### src/rtl/unpk_pkg.sv
package unpk_pkg;
  localparam int LANE_W = 8;
  localparam int LANES  = 4;
  localparam int WORD_W = LANE_W * LANES;
  localparam int CNT_W  = $clog2(LANES + 1);
  localparam int IDX_W  = $clog2(LANES);

  // Marker value filling the unused lanes of a word that carries k bytes.
  function automatic logic [LANE_W-1:0] marker_for(input int k);
    return LANE_W'(8'h80 + k - 1);
  endfunction

  // Lane number idx of a word, lane 0 being the lowest byte.
  function automatic logic [LANE_W-1:0] lane_of(input logic [WORD_W-1:0] w,
                                                input logic [IDX_W-1:0] idx);
    return w[LANE_W*idx +: LANE_W];
  endfunction
endpackage

### src/rtl/unpk_len_decode.sv
module unpk_len_decode
  import unpk_pkg::*;
(
  input  logic [WORD_W-1:0] word,
  output logic [CNT_W-1:0]  count
);
  // form_hit[k]: all lanes above k-1 hold the marker of a k-byte word
  logic [LANES-1:1] form_hit;

  for (genvar k = 1; k < LANES; k++) begin : g_form
    logic [LANES-1:k] lane_eq;
    for (genvar j = k; j < LANES; j++) begin : g_lane
      assign lane_eq[j] = (word[LANE_W*j +: LANE_W] == marker_for(k));
    end
    assign form_hit[k] = &lane_eq;
  end

  // Shortest form wins; no marker means a full word.
  always_comb begin
    count = CNT_W'(LANES);
    for (int k = LANES - 1; k >= 1; k--) begin
      if (form_hit[k]) count = CNT_W'(k);
    end
  end
endmodule

### src/rtl/unpk_lane_seq.sv
module unpk_lane_seq
  import unpk_pkg::*;
#(
  parameter int TAG_W = 4
) (
  input  logic              clk,
  input  logic              rst_n,
  input  logic              load,
  input  logic [WORD_W-1:0] load_word,
  input  logic [TAG_W-1:0]  load_tag,
  input  logic [CNT_W-1:0]  load_count,
  input  logic              advance,
  output logic              busy,
  output logic [LANE_W-1:0] cur_byte,
  output logic [TAG_W-1:0]  cur_tag,
  output logic              is_last
);
  logic [WORD_W-1:0] held_word;
  logic [CNT_W-1:0]  held_count;
  logic [IDX_W-1:0]  idx;
  logic [CNT_W-1:0]  idx_plus1;

  assign idx_plus1 = CNT_W'(idx) + CNT_W'(1);
  assign is_last   = busy && (idx_plus1 == held_count);
  assign cur_byte  = lane_of(held_word, idx);

  always_ff @(posedge clk or negedge rst_n) begin
    if (!rst_n) begin
      busy       <= 1'b0;
      idx        <= '0;
      held_word  <= '0;
      held_count <= '0;
      cur_tag    <= '0;
    end else if (load) begin
      busy       <= 1'b1;
      idx        <= '0;
      held_word  <= load_word;
      held_count <= load_count;
      cur_tag    <= load_tag;
    end else if (advance) begin
      if (is_last) busy <= 1'b0;
      else         idx  <= idx + IDX_W'(1);
    end
  end

  // a one-byte word presents its byte as the last one
  a_r2_single_last: assert property (@(posedge clk) disable iff (!rst_n)
    (load && load_count == CNT_W'(1)) |=> (busy && is_last));

  // the decoded length always lies in 1..LANES
  a_r5_count_range: assert property (@(posedge clk) disable iff (!rst_n)
    load |-> (load_count >= CNT_W'(1) && load_count <= CNT_W'(LANES)));
endmodule

### src/rtl/word_byte_unpacker.sv
module word_byte_unpacker
  import unpk_pkg::*;
#(
  parameter int TAG_W = 4
) (
  input  logic              clk,
  input  logic              rst_n,
  input  logic              in_valid,
  output logic              in_ready,
  input  logic [WORD_W-1:0] in_word,
  input  logic [TAG_W-1:0]  in_tag,
  output logic              out_valid,
  input  logic              out_ready,
  output logic [LANE_W-1:0] out_byte,
  output logic [TAG_W-1:0]  out_tag,
  output logic              out_last
);
  logic             busy;
  logic             accept_ev;
  logic             take_ev;
  logic [CNT_W-1:0] dec_count;

  assign in_ready  = !busy;
  assign out_valid = busy;
  assign accept_ev = in_valid && in_ready;
  assign take_ev   = out_valid && out_ready;

  unpk_len_decode u_dec (
    .word  (in_word),
    .count (dec_count)
  );

  unpk_lane_seq #(.TAG_W(TAG_W)) u_seq (
    .clk        (clk),
    .rst_n      (rst_n),
    .load       (accept_ev),
    .load_word  (in_word),
    .load_tag   (in_tag),
    .load_count (dec_count),
    .advance    (take_ev),
    .busy       (busy),
    .cur_byte   (out_byte),
    .cur_tag    (out_tag),
    .is_last    (out_last)
  );

  // an accepted word closes the input until it drains
  a_r6_accept_closes: assert property (@(posedge clk) disable iff (!rst_n)
    accept_ev |=> (out_valid && !in_ready));

  // taking the final byte frees the block
  a_r8_last_frees: assert property (@(posedge clk) disable iff (!rst_n)
    (take_ev && out_last) |=> (!out_valid && in_ready));

  // a stalled byte holds steady
  a_r9_stall_hold: assert property (@(posedge clk) disable iff (!rst_n)
    (out_valid && !out_ready) |=>
      (out_valid && $stable(out_byte) && $stable(out_tag) && $stable(out_last)));

  // no bubble between bytes of one word
  a_r10_no_bubble: assert property (@(posedge clk) disable iff (!rst_n)
    (take_ev && !out_last) |=> out_valid);

  // the tag stays with the word across its bytes
  a_r7_tag_steady: assert property (@(posedge clk) disable iff (!rst_n)
    (take_ev && !out_last) |=> $stable(out_tag));
endmodule

### config.mk
export PLATFORM = sky130hd
export DESIGN_NAME = word_byte_unpacker
export DESIGN_NICKNAME = d
export VERILOG_FILES = /design/src/rtl/unpk_pkg.sv /design/src/rtl/unpk_len_decode.sv /design/src/rtl/unpk_lane_seq.sv /design/src/rtl/word_byte_unpacker.sv
export SDC_FILE = /design/constraint.sdc
export NUM_CORES = 1
export LEC_CHECK = 0
export CAP_MARGIN = 20
export CORE_AREA = 2 2 64 66
export CTS_CLUSTER_DIAMETER = 150
export DETAILED_ROUTE_END_ITERATION = 8
export DIE_AREA = 0 0 66 68
export DONT_BUFFER_PORTS = 1
export PLACE_DENSITY = 0.65
export SLEW_MARGIN = 20
export SYNTH_ARGS = -nofsm -noshare
export SYNTH_HDL_FRONTEND = slang
export SYNTH_HIERARCHICAL = 1
export SYNTH_SLANG_ARGS = --single-unit
### constraint.sdc
create_clock -name clk -period 3.47 [get_ports clk]
set_input_delay 0 -clock clk [delete_from_list [all_inputs] [get_ports clk]]
set_output_delay 0 -clock clk [all_outputs]
set_load 0.01 [all_outputs]
==> metrics.md <==
| Metric | Value |
|---|---|
| Adder-Cell Fraction of Synth Area | 0.00629 |
| Post-Route WL | 4150 µm |
| Initial DRC Count | 67 |
| Worst Max-Slew Pin Slew | 0.718 ns |
| Unrepaired setup endpoints after global routing | no |
| Clock power frac | 0.190 |
| Worst-path maximum fanout | 12 |
| Switching Fraction | 0.322 |
| Clk sink count | 42 |
| First-pass GRT wire length | 6630 µm |
| Critical path class | flop to flop |
| Delay-heaviest family, CP | flip-flops |
| Crit path largest cell delay | 0.76 ns |
| Sequential-to-total area share from yosys stat | 0.528 |
| Vias in the first global route | 1339 |
| HPWL after detailed placement | 2740 µm |
| Post-Synth XOR/XNOR Area | 0.0132 |
| H-tree depth | 2 |
| Final setup violation count | 0 |
| Flop pwr share | 0.461 |
| Leak | 1.03 nW |
| Routed WL per cell | 19.0 µm |
| Avg Cell Area, Syn | 15.4 µm² |
| Outcome | completed |
| Seq cells post-synth | 42 |
| Met3 wire len | 321 µm |
| Synth area leaders | dfrtp_1 (53%), mux2_1 (14%), mux2_2 (9.1%), mux4_2 (9.1%), nor4b_4 (2.4%) |
| Number of vias per cell | 5.62 |
| P_sw | 644 µW |
| Post-Syn Area | 1990 µm² |
| Final min period | 2.07 ns |
| RD Place Congestion | 0.831 |
| Synth top area share | 0.528 |
| Cell with the most instances after synthesis | dfrtp_1 |
| Ys Warns | 6 |
| Ys async rst share | 1.00 |
| Worst EP arrival | 2.25 ns |
| Clock Skews | 0.00474 ns |
| Global route total overflow | 0 |
| Comb pwr share | 0.349 |
| Largest net degree at the start of global routing | 43 |
| Port Buf Inserts | 0 |
| Post-synth EDFFs | 0 |
| Final Hold Vio Count | 0 |
| CP cell instances | ha_1 > xnor2_1 > a41oi_2 > mux2_1 |
| Worst Setup End Kind | flop |
| Main synth FF type | dfrtp_1 |
| Post-Synth Simple-Gate Area | 0.0823 |
| Num rows | 23 |
| Worst Path Buf+Inv | 0 |
| Top sig layer | met4 |
| Post-cts sizing count | 0 |
| Startpoint Class | flop |
| Tcrit/Tclk final | 0.596 |
| Worst slew margin | 0.520 |
| I/O pins | 55 |
| Fin. max-slew vios | 0 |
| CP max stage cell | dfrtp_1 |
| Die ar. | 4490 µm² |
| Max-Cap Viols | 0 |
| Post-synthesis compound-gate area fraction | 0.0251 |
| Area delta synth->final | 27.1% |
| Worst vdd ir | 0.437 mV |
| Root Driver | clkbuf_8 |
| Fmax | 483 MHz |
| Vias | 1230 |
| Internal power | 1.35 mW |
| Diodes inserted | 0 |
| # DRC | 0 |
| Cells after synthesis | 129 |
| Post-synthesis mux area share | 0.322 |
| DRT Pass-1 Iters | 4 |
| Net count, final | 209 |
| Share of cells above drive strength 1 | 0.219 |
| CTS tree | done |
| Post-route setup TNS | 0 ns |
| Antenna Nets Post-Route | 0 |
| Largest family of logic cells by synthesized area | multiplexers |
| Max clock buf depth | 2 |
| Worst Path Required | 3.65 ns |
| Worst skew pair latency | 0.30 ns |
| Core ar. | 3860 µm² |
| Total power | 2.00 mW |
| Initial antenna violation count | 0 |
| Die Span Y | 68 µm |
| Final Util | 0.656 |
| Die Wd | 66 µm |
| Pwr per Cell Area | 790 nW/µm² |
| Synth area leader | dfrtp_1 |
| Post-DP Area | 2030 µm² |
| Initial core utilization | 0.516 |
| Total GRT Usage | 0.208 |
| Clock transition at path regs | 0.07 ns |
| Post-Syn Nets | 170 |
| Synth cell count leaders | dfrtp_1 (42), mux2_1 (24), mux2_2 (16) |
| Number of buffers created by CTS | 5 |
| Min-Delay Path Class | primary input to flop |
| M1 WL | 1640 µm |
| WHS | 0.0550 ns |
| Met2 wire len | 2140 µm |
| Netlist cell types | 28 |
| Post-route design area | 2530 µm² |
worst paths after layout:
check | start | end | slack [ns] | depth (start not counted)
max in group asynchronous | rst_n | u_seq/held_word[8]$_DFFE_PN0P_ | 3.11 | 2
setup reg to reg | u_seq/idx[0]$_DFFE_PN0P_ | u_seq/idx[0]$_DFFE_PN0P_ | 1.40 | 4
hold / removal | in_word[24] | u_seq/held_count[1]$_DFFE_PN0P_ | 0.05 | 3
hold reg to reg | u_seq/held_word[25]$_DFFE_PN0P_ | u_seq/held_word[25]$_DFFE_PN0P_ | 0.49 | 1
setup / recovery | u_seq/idx[0]$_DFFE_PN0P_ | u_seq/idx[0]$_DFFE_PN0P_ | 1.40 | 4
min in group asynchronous | rst_n | u_seq/cur_tag[0]$_DFFE_PN0P_ | 0.16 | 2
cell families after synthesis:
kind of cell / Yosys count
flops: 42
xor+xnor: 3
simple gates: 19
compound gates: 5
buf+inv: 10
mux: 49
fa+ha+maj: 1
layout by cell type (no fill, tap or decap), drive strengths merged, types with 3 or more instances in the layout:
cell and n:
inv 3, nor4 3, mux4 8, nor2 3
dlygate4sd3 37, mux2 40, nor2b 3, dfrtp 42
clkbuf 7
layout make-up:
type	count	area, µm²
Multi-Input combinational cell	77	901
Clock buffer	7	76.3
Inverter	3	11.3
Sequential cell	42	1050
Clock inverter	1	30.0
Fill cell	304	1330
Tap cell	50	62.6
Timing Repair Buffer	39	398
state kept, by name, summed over array words and instances (netlist names):
register          cells
u_seq/busy            1
u_seq/held_word      32
u_seq/idx             2
u_seq/cur_tag         4
u_seq/held_count      3
power by group through the flow:
stage	clock (mW)	combinational, mW	sequential (mW)
detailed placement	0	0.655	0.933
global placement	0	0.624	0.920
global route	0.406	0.758	0.956
finish	0.380	0.697	0.921
CTS	0.387	0.704	0.922
floorplan	0	0.624	0.830
worst register-to-register path: cells and delay by family, from the launching register on:
family	cells	cell delay, ns
DFF	1	0.76
muxes	1	0.35
AOI/OAI and AO/OA	1	0.20
xor gates and xnor gates	1	0.29
adders and majority gates	1	0.37
per-layer routing:
layer | GRT usage | vias up
met5 | 0 | -
met4 | 0.0689 | 0
met3 | 0.0757 | 6
met2 | 0.350 | 50
met1 | 0.252 | 620
li1 | - | 554
per-stage QoR:
stage               instances  setup slack, ns
finish                    219             1.40
detailed placement        173             1.35
global route              219             1.20
floorplan                 129             1.91
CTS                       219             1.36
global placement          173             1.45
what timing repair did:
item | CTS | global route
setup buffers | 0 | 0
endpoints found under the hold margin | 78 | 0
hold buffers | 38 | 0
(Power assumes the default switching activity.)
